==> src/rtl/fcg_pkg.sv <==
package fcg_pkg;

  typedef enum logic [2:0] {
    CLS_IDLE  = 3'd0,
    CLS_READ  = 3'd1,
    CLS_WEN   = 3'd2,
    CLS_WDIS  = 3'd3,
    CLS_WRITE = 3'd4,
    CLS_ERASE = 3'd5,
    CLS_WALL  = 3'd6,
    CLS_EALL  = 3'd7
  } fcg_class_e;

  // Programming classes are the upper half of the code space.
  function automatic logic fcg_is_prog(input logic [2:0] cls);
    return cls[2];
  endfunction

  // Classes carrying a data field after the address.
  function automatic logic fcg_has_data(input logic [2:0] cls);
    return (cls == CLS_WRITE) || (cls == CLS_WALL);
  endfunction

endpackage

==> src/rtl/fcg_rst_sync.sv <==
module fcg_rst_sync (
  input  logic clk_i,
  input  logic rst_ni,
  output logic rst_no
);
  logic [1:0] sync_q;
  logic [1:0] sync_d;

  always_comb begin
    sync_d = {sync_q[0], 1'b1};
  end

  always_ff @(posedge clk_i or negedge rst_ni) begin
    if (!rst_ni) sync_q <= 2'b00;
    else         sync_q <= sync_d;
  end

  assign rst_no = sync_q[1];
endmodule

==> src/rtl/fcg_cs_edge.sv <==
module fcg_cs_edge (
  input  logic clk_i,
  input  logic rst_ni,
  input  logic cs_i,
  output logic fall_o
);
  logic cs_q;
  logic cs_d;

  always_comb begin
    cs_d = cs_i;
  end

  always_ff @(posedge clk_i or negedge rst_ni) begin
    if (!rst_ni) cs_q <= 1'b0;
    else         cs_q <= cs_d;
  end

  assign fall_o = cs_q & ~cs_i;
endmodule

==> src/rtl/fcg_frame_len.sv <==
module fcg_frame_len
  import fcg_pkg::*;
#(
  parameter int unsigned AW_MAX   = 10,
  parameter int unsigned DATA_W16 = 16,
  parameter int unsigned DATA_W8  = 8,
  parameter int unsigned AWW      = $clog2(AW_MAX + 1),
  parameter int unsigned CNT_W    = 6
) (
  input  logic [2:0]       class_i,
  input  logic             org16_i,
  input  logic [AWW-1:0]   addr_w_i,
  output logic [CNT_W-1:0] len_o,
  output logic             prog_o
);
  localparam int unsigned HDR_BITS = 3;  // start bit plus two opcode bits

  logic [CNT_W-1:0] addr_part;
  logic [CNT_W-1:0] data_part;

  always_comb begin
    addr_part = CNT_W'(addr_w_i) + (org16_i ? CNT_W'(0) : CNT_W'(1));
    data_part = '0;
    if (fcg_has_data(class_i)) begin
      data_part = org16_i ? CNT_W'(DATA_W16) : CNT_W'(DATA_W8);
    end
    len_o  = CNT_W'(HDR_BITS) + addr_part + data_part;
    prog_o = fcg_is_prog(class_i);
  end
endmodule

==> src/rtl/fcg_counter.sv <==
module fcg_counter #(
  parameter int unsigned CNT_W = 6
) (
  input  logic             clk_i,
  input  logic             rst_ni,
  input  logic             cs_i,
  input  logic             sk_rise_i,
  input  logic             start_i,
  output logic [CNT_W-1:0] count_o,
  output logic             armed_o
);
  localparam logic [CNT_W-1:0] SAT = '1;

  logic [CNT_W-1:0] count_q, count_d;
  logic             armed_q, armed_d;
  logic             cnt_en;

  always_comb begin
    count_d = count_q;
    armed_d = armed_q;
    cnt_en  = 1'b0;
    if (!cs_i) begin
      count_d = '0;
      armed_d = 1'b0;
      cnt_en  = 1'b1;
    end else if (!armed_q && start_i) begin
      count_d = CNT_W'(1);
      armed_d = 1'b1;
      cnt_en  = 1'b1;
    end else if (armed_q && sk_rise_i) begin
      cnt_en = 1'b1;
      if (count_q != SAT) count_d = count_q + CNT_W'(1);
    end
  end

  always_ff @(posedge clk_i or negedge rst_ni) begin
    if (!rst_ni) begin
      count_q <= '0;
      armed_q <= 1'b0;
    end else if (cnt_en) begin
      count_q <= count_d;
      armed_q <= armed_d;
    end
  end

  assign count_o = count_q;
  assign armed_o = armed_q;

  assert_saturate_R7: assert property (@(posedge clk_i) disable iff (!rst_ni)
    (cs_i && armed_q && sk_rise_i && count_q == SAT) |=> (count_q == SAT));

  assert_clear_R8: assert property (@(posedge clk_i) disable iff (!rst_ni)
    !cs_i |=> (count_q == '0 && !armed_q));

  assert_no_count_unarmed_R8: assert property (@(posedge clk_i) disable iff (!rst_ni)
    (cs_i && !armed_q && !start_i) |=> (count_q == '0));
endmodule

==> src/rtl/fcg_top.sv <==
module fcg_top
  import fcg_pkg::*;
#(
  parameter int unsigned AW_MAX   = 10,
  parameter int unsigned DATA_W16 = 16,
  parameter int unsigned DATA_W8  = 8,
  parameter int unsigned AWW      = $clog2(AW_MAX + 1)
) (
  input  logic           clk_i,
  input  logic           rst_ni,
  input  logic           cs_i,
  input  logic           sk_rise_i,
  input  logic           start_i,
  input  logic [2:0]     class_i,
  input  logic           org16_i,
  input  logic [AWW-1:0] addr_w_i,
  output logic           commit_o,
  output logic           abort_o
);
  localparam int unsigned DATA_MAX = (DATA_W16 > DATA_W8) ? DATA_W16 : DATA_W8;
  localparam int unsigned LEN_MAX  = 3 + AW_MAX + 1 + DATA_MAX;
  // One spare bit keeps the saturation value above every legal length.
  localparam int unsigned CNT_W    = $clog2(LEN_MAX + 1) + 1;

  logic             rst_s_n;
  logic             cs_fall;
  logic [CNT_W-1:0] count;
  logic             armed;
  logic [CNT_W-1:0] exp_len;
  logic             is_prog;
  logic             commit_q, commit_d;
  logic             abort_q, abort_d;

  fcg_rst_sync u_rst (
    .clk_i  (clk_i),
    .rst_ni (rst_ni),
    .rst_no (rst_s_n)
  );

  fcg_cs_edge u_edge (
    .clk_i  (clk_i),
    .rst_ni (rst_s_n),
    .cs_i   (cs_i),
    .fall_o (cs_fall)
  );

  fcg_counter #(.CNT_W(CNT_W)) u_cnt (
    .clk_i     (clk_i),
    .rst_ni    (rst_s_n),
    .cs_i      (cs_i),
    .sk_rise_i (sk_rise_i),
    .start_i   (start_i),
    .count_o   (count),
    .armed_o   (armed)
  );

  fcg_frame_len #(
    .AW_MAX   (AW_MAX),
    .DATA_W16 (DATA_W16),
    .DATA_W8  (DATA_W8),
    .AWW      (AWW),
    .CNT_W    (CNT_W)
  ) u_len (
    .class_i  (class_i),
    .org16_i  (org16_i),
    .addr_w_i (addr_w_i),
    .len_o    (exp_len),
    .prog_o   (is_prog)
  );

  always_comb begin
    commit_d = 1'b0;
    abort_d  = 1'b0;
    if (cs_fall && armed && is_prog) begin
      commit_d = (count == exp_len);
      abort_d  = (count != exp_len);
    end
  end

  always_ff @(posedge clk_i or negedge rst_s_n) begin
    if (!rst_s_n) begin
      commit_q <= 1'b0;
      abort_q  <= 1'b0;
    end else begin
      commit_q <= commit_d;
      abort_q  <= abort_d;
    end
  end

  assign commit_o = commit_q;
  assign abort_o  = abort_q;

  assert_exclusive_R4: assert property (@(posedge clk_i) disable iff (!rst_ni)
    $onehot0({commit_o, abort_o}));

  assert_after_fall_R6: assert property (@(posedge clk_i) disable iff (!rst_ni)
    (commit_o || abort_o) |-> $past(!cs_i));

  assert_single_pulse_R6: assert property (@(posedge clk_i) disable iff (!rst_ni)
    (commit_o || abort_o) |=> !(commit_o || abort_o));

  assert_prog_only_R5: assert property (@(posedge clk_i) disable iff (!rst_ni)
    (commit_o || abort_o) |-> $past(fcg_is_prog(class_i)));

  assert_reset_quiet_R1: assert property (@(posedge clk_i) disable iff (!rst_ni)
    !rst_s_n |-> (!commit_o && !abort_o));
endmodule

==> config.mk <==
export PLATFORM = sky130hd
export DESIGN_NAME = fcg_top
export DESIGN_NICKNAME = d
export VERILOG_FILES = /design/src/rtl/fcg_pkg.sv /design/src/rtl/fcg_rst_sync.sv /design/src/rtl/fcg_cs_edge.sv /design/src/rtl/fcg_frame_len.sv /design/src/rtl/fcg_counter.sv /design/src/rtl/fcg_top.sv
export SDC_FILE = /design/constraint.sdc
export NUM_CORES = 1
export LEC_CHECK = 0
export CAP_MARGIN = 20
export CELL_PAD_IN_SITES_DETAIL_PLACEMENT = 1
export CELL_PAD_IN_SITES_GLOBAL_PLACEMENT = 2
export CORE_MARGIN = 2
export CORE_UTILIZATION = 35
export CTS_BUF_LIST = sky130_fd_sc_hd__clkbuf_8
export CTS_CLUSTER_SIZE = 28
export DETAILED_ROUTE_END_ITERATION = 6
export GPL_ROUTABILITY_DRIVEN = 0
export PLACE_DENSITY_LB_ADDON = 0.3
export SLEW_MARGIN = 40
export SYNTH_ARGS = -nofsm -noshare
export SYNTH_HDL_FRONTEND = slang
export SYNTH_SLANG_ARGS = --single-unit
==> constraint.sdc <==
create_clock -name clk_i -period 1 [get_ports clk_i]
set_clock_uncertainty 0.05 [all_clocks]
set_input_delay 0.2 -clock clk_i [delete_from_list [all_inputs] [get_ports clk_i]]
set_output_delay 0.2 -clock clk_i [all_outputs]
set_load 0.1 [all_outputs]
==> impl_metrics.ini, run 1 <==
[floorplan]
die_area_um2 = 2490
dieHeight_um = 49.9
rows = 16
start_util_pct = 37.2
die_w_um = 49.9
io_pins = 15
core_um2 = 1980

[timing]
worst_slack_ns = -0.573
maxSlewViolCount = 0
hold_viol = 0
fin_crit_sh_pct = 157
setup_violations = 10
fmax_mhz = 636
rsz0062_at_grt = yes
holdWs_ns = 0.0692
period_needed_ns = 1.57

[critical_path]
cp-end-kind = register
crit_type = input port to register
path_delay_family = compound AO/OA/AOI/OAI gates
cp_slowest_cell = a2111oi_4
worstPathArrival_ns = 1.71
path_cells = buf_8, buf_6, nor3b_4, ha_4, nand2_2, o2111a_1, a2111oi_4, and4b_1
cp_slowest_stage_delay_ns = 0.34
cp_max_fo = 3
cp.required_ns = 1.14
critPathBufInv = 2
cp-start-kind = input port

[synthesis]
yosys_warnings = 0
synth_cells = 72
ys_seq_area_share_pct = 40.7
synth_seq_cells = 12
syn_area_per_cell_um2 = 10.3
synth.distinct_cells = 33
syn_area_um2 = 738
synthesis.nets = 89

[route]
ant_nets = 0
dr.pass1.iters = 2
drt-initial-drc-count = 1
vias = 684
drc = 0
via_per_inst = 5.14
finalWirelength_um = 2180
wire_per_inst_um = 16.4

[clock_tree]
insertion_delay_ns = 0.25
cts_tree = built
cts-htree-levels = 1
path_clk_slew_ns = 0.06
clock-sinks = 12
clock-root-buffer = clkbuf_8
cts_buffers = 3
cts_buffer_depth = 2

[cells_and_area]
num-nets-final = 124
mostFrequentLayoutCells = buf_4, dfrtp_1, buf_6, clkdlybuf4s50_1
fin_util_pct = 63.3
antennaDiodeCount = 0
fill_cells = 209
final_common_cell = buf_4
drive_gt1_share_pct = 51.9
synthToLayoutAreaGrowth_pct = 70.0
final_cells = 133

[pwr]
ir_drop_v = 0.000872
leakage_uw = 0.000526
netSwitchingFraction_pct = 25.4
p_int_uw = 1000
power_uw = 1340
p_per_area_nw_per_um2 = 1070
pwr-share-comb_pct = 20.5
p_seq_share_pct = 39.2
p_sw_uw = 341
pwr-share-clk_pct = 40.3

[grt]
grt.total_usage_pct = 19.5
grt_pass1_wl_um = 3520
grt_max_degree = 11
grt_pass1_vias = 733
overflow = 0
antenna_found_initial = 0

[placement]
port_buffers = 13
post-place-ws_ns = -1.22
dpl.hpwl_um = 1470
placed_cells = 126

[outcome]
violations = negative setup slack
status = finished with violations

[hold_path]
hold_class = input port to async pin

[flow_run]
maxCapViolations = 0
==> flip-flops by register name, indices dropped and copies added, names as in the netlist <==
register / flops
abort_o: 1
commit_o: 1
u_cnt.armed_o: 1
u_cnt.count_o: 6
u_edge.cs_q: 1
u_rst.sync_q: 2
==> layer usage <==
metal	share of wire (%)	vias up	global-route usage, %
li1	-	331	-
met1	40	340	21.8
met2	56	11	36.7
met3	2.5	2	3.03
met4	1.1	0	6.94
met5	0	-	0
==> through the flow <==
stage          TNS [ns]  area, um^2
3_3_place_gp      -4.32        1050
2_1_floorplan     -2.31         763
4_1_cts           -3.78        1210
3_5_place_dp      -4.60        1050
6_report          -3.42        1250
5_1_grt           -3.96        1250
==> power by group through the flow <==
stage                     sequential (uW)  combinational [uW]  clock [uW]
after detailed placement              531                 224           0
after floorplan                       532                 117           0
final                                 526                 276         542
after global placement                531                 215           0
after global routing                  530                 302         567
after CTS                             524                 269         540
==> synth_stat cells (all sizes together) <==
library cell,instances,share of area [%]
a2111oi,1,3.7
a211o,1,1.4
a21boi,1,1.0
a21o,1,1.2
a21oi,2,1.4
a22oi,1,1.0
a31oi,2,1.7
and2,1,0.85
and3,1,0.85
and3b,1,1.2
and4b,1,1.4
conb,1,0.51
dfrtp,12,41
ha,4,6.8
inv,4,2.0
mux2i,3,4.1
nand2,6,3.1
nand2b,3,2.9
nand3,2,1.4
nand3b,1,1.0
nand4,1,0.85
nand4b,1,1.2
nor2,3,1.5
nor3b,1,1.0
o2111a,1,1.5
o21a,1,1.0
o21ai,5,3.4
o32a,1,1.5
or3,2,1.7
xnor2,4,4.7
xor2,3,3.6
==> cell type report <==
cell class / instances / area, um^2 / area share (%)
inverters: 4 / 17.5 / 1.40
well taps: 27 / 33.8 / 2.69
repair buffers: 30 / 292 / 23.2
clock buffers: 4 / 55.1 / 4.39
flip-flops and latches: 12 / 304 / 24.2
multi-input cells: 56 / 553 / 44.1
==> cells by family after synthesis <==
kind of cell | share of synthesized area, %
adder cells (fa/ha/maj) | 6.78
XOR/XNOR | 8.31
multiplexers | 4.07
flip-flops | 40.7
other | 0.508
AO/OA/AOI/OAI | 18.8
buffers and inverters | 2.03
AND/OR/NAND/NOR | 18.8
==> path summary, 6_finish.rpt <==
kind | end | startpoint | depth (start not counted) | slack [ns]
worst max-delay path | commit_o$_DFF_PN0_ | org16_i | 8 | -0.57
worst min-delay path | u_rst.sync_q[0]$_DFF_PN0_ | rst_ni | 1 | 0.07
worst max register to register | commit_o$_DFF_PN0_ | u_cnt.count_o[1]$_DFFE_PN0P_ | 4 | -0.45
worst min register to register | u_edge.cs_q$_DFF_PN0_ | u_rst.sync_q[1]$_DFF_PN0_ | 0 | 0.12
max in group asynchronous | u_cnt.count_o[1]$_DFFE_PN0P_ | u_rst.sync_q[1]$_DFF_PN0_ | 0 | 0.45
min in group clk_i | u_rst.sync_q[1]$_DFF_PN0_ | u_rst.sync_q[0]$_DFF_PN0_ | 0 | 0.32
==> timing repair <==
item / in CTS / in global routing
hold buffers: 0 / 0
setup buffers: 2 / 1
resized for setup: 31 / 17
endpoints found under the hold margin: 0 / 0
setup endpoints to repair: 10 / 10
cloned: 0 / 0
pin swaps: 13 / 12
(Power assumes the default switching activity.)
==> run 2: changes to the inputs <==
--- a/config.mk
+++ b/config.mk
@@ -6,10 +6,10 @@
 export NUM_CORES = 1
 export LEC_CHECK = 0
 export CAP_MARGIN = 20
-export CELL_PAD_IN_SITES_DETAIL_PLACEMENT = 1
-export CELL_PAD_IN_SITES_GLOBAL_PLACEMENT = 2
+export CELL_PAD_IN_SITES_DETAIL_PLACEMENT = 0
+export CELL_PAD_IN_SITES_GLOBAL_PLACEMENT = 1
 export CORE_MARGIN = 2
-export CORE_UTILIZATION = 35
+export CORE_UTILIZATION = 43
 export CTS_BUF_LIST = sky130_fd_sc_hd__clkbuf_8
 export CTS_CLUSTER_SIZE = 28
 export DETAILED_ROUTE_END_ITERATION = 6
==> run 2 against run 1 <==
  * The flow still finishes with violations (negative setup slack)
  * Global-route usage increased by 2.0 points
  * Maximum frequency up 1.6%
  * Critical path depth stayed put
  * Combinational power is 2% higher
  * Largest cell class unchanged
==> impl_metrics.ini, run 2 (synthesis results as in run 1) <==
[grt]
antenna_found_initial = 0
grt_pass1_vias = 689
grt_pass1_wl_um = 3040
overflow = 0
grt.total_usage_pct = 21.5
grt_max_degree = 11

[clock_tree]
insertion_delay_ns = 0.24
cts_buffer_depth = 2
cts-htree-levels = 1
clock-root-buffer = clkbuf_8
cts_buffers = 3
cts_tree = built
clock-sinks = 12
path_clk_slew_ns = 0.06

[cells_and_area]
drive_gt1_share_pct = 51.5
largest_reg_flops = 6
synthToLayoutAreaGrowth_pct = 68.1
fin_util_pct = 79.6
final_cells = 119
mostFrequentLayoutCells = dfrtp_1, buf_4
final_common_cell = dfrtp_1
fill_cells = 105
num-nets-final = 121
antennaDiodeCount = 0

[critical_path]
path_delay_family = compound AO/OA/AOI/OAI gates
rrSetupSlack_ns = -0.45
cp.required_ns = 1.12
cp_max_fo = 3
regToRegEndpoint = u_cnt.count_o[1]$_DFFE_PN0P_
crit_type = input port to register
timing.rr.start = u_cnt.count_o[1]$_DFFE_PN0P_
cp_slowest_stage_delay_ns = 0.33
worstPathArrival_ns = 1.67
rr_worst_depth = 6
cp_slowest_cell = a2111oi_4
cp-start-kind = input port
critPathBufInv = 2
path_cells = buf_8, buf_12, nor3b_4, ha_4, nand2_2, o2111a_1, a2111oi_4, and4b_1
cp-end-kind = register

[pwr]
p_int_uw = 1010
ir_drop_v = 0.00115
pwr-share-clk_pct = 39.8
p_sw_uw = 327
p_seq_share_pct = 39.1
pwr-share-comb_pct = 21.1
netSwitchingFraction_pct = 24.5
p_per_area_nw_per_um2 = 1080
leakage_uw = 0.000529

[floorplan]
rows = 14
die_area_um2 = 2060
dieHeight_um = 45.4
die_w_um = 45.4
start_util_pct = 47.4
io_pins = 15
core_um2 = 1560

[timing]
setup_violations = 10
hold_viol = 0
fin_crit_sh_pct = 155
maxSlewViolCount = 0
rsz0062_at_grt = yes
period_needed_ns = 1.55
fmax_mhz = 646
worst_slack_ns = -0.548
holdWs_ns = 0.0631

[route]
drc = 0
drt-initial-drc-count = 7
via_per_inst = 5.56
ant_nets = 0
wire_per_inst_um = 15.3
finalWirelength_um = 1820
vias = 662
dr.pass1.iters = 3

[placement]
dpl.hpwl_um = 1210
placed_cells = 111
port_buffers = 13

[hold_path]
hold_class = input port to async pin

[outcome]
status = finished with violations
violations = negative setup slack

[flow_run]
maxCapViolations = 0
-- run 2: cell types whose count changed in the layout (fill, tap and decap cells not counted), sizes merged --
cell	delta
clkdlybuf4s50	-1
buf	-3
clkbuf	-1
dlymetal6s2s	+1
clkdlybuf4s15	+1
-- run 2: what timing repair did --
item | CTS | global route
resized for setup | 33 | 14
endpoints found under the setup margin | 10 | 10
setup buffers | 3 | 1
pin swaps | 14 | 15
hold buffers | 0 | 0
cloned | 0 | 0
-- run 2: per-layer routing --
metal | wire length [um] | part of all wire (%) | up-vias | GRT usage [%]
met3 | 51 | 2.8 | 6 | 5.16
li1 | - | - | 325 | -
met5 | 0 | 0 | - | 0
met4 | 36 | 2.0 | 0 | 10.6
met1 | 767 | 42 | 321 | 24.4
met2 | 961 | 53 | 10 | 37.2
-- run 2: layout make-up --
cell class | instances | area [um^2] | share of cell area, %
Tap cell | 16 | 20.0 | 1.61
Inverter | 4 | 17.5 | 1.41
Timing Repair Buffer | 27 | 283 | 22.8
Sequential cell | 12 | 302 | 24.3
Multi-Input combinational cell | 56 | 564 | 45.5
Clock buffer | 4 | 55.1 | 4.44
-- run 2: power groups by stage --
| stage | logic [uW] | registers (uW) | clock network, uW |
|---|---|---|---|
| 4_1_cts | 269 | 522 | 552 |
| 2_1_floorplan | 117 | 532 | 0 |
| 5_1_grt | 304 | 526 | 575 |
| 3_3_place_gp | 213 | 528 | 0 |
| 3_5_place_dp | 215 | 530 | 0 |
| 6_report | 281 | 522 | 531 |
-- run 2: worst reg2reg max path, cell delays in order, from the launching register on --
cell and delay, ns:
dfrtp_1 0.42, buf_6 0.14, ha_4 0.16, nand3_4 0.08, o21ai_4 0.21, mux2i_1 0.22
nor2_1 0.05
-- run 2: how the worst max path moves through the flow --
stage,startpoint,end,slack [ns],cells after the start
final,org16_i,commit_o$_DFF_PN0_,-0.55,8
after global routing,org16_i,commit_o$_DFF_PN0_,-0.60,8
after CTS,org16_i,commit_o$_DFF_PN0_,-0.56,7
after detailed placement,org16_i,commit_o$_DFF_PN0_,-1.19,7
after global placement,org16_i,commit_o$_DFF_PN0_,-1.17,7
after floorplan,class_i[2],commit_o$_DFF_PN0_,-0.59,6
-- run 2: through the flow --
step           instance area, um^2  power (uW)  setup WS [ns]  setup TNS (ns)
4_1_cts                       1190        1340         -0.565           -3.57
2_1_floorplan                  763         649         -0.587           -2.31
6_report                      1240        1330         -0.548           -3.43
5_1_grt                       1240        1400         -0.595           -3.87
3_3_place_gp                  1010         741          -1.17           -4.33
3_5_place_dp                  1010         744          -1.19           -4.41
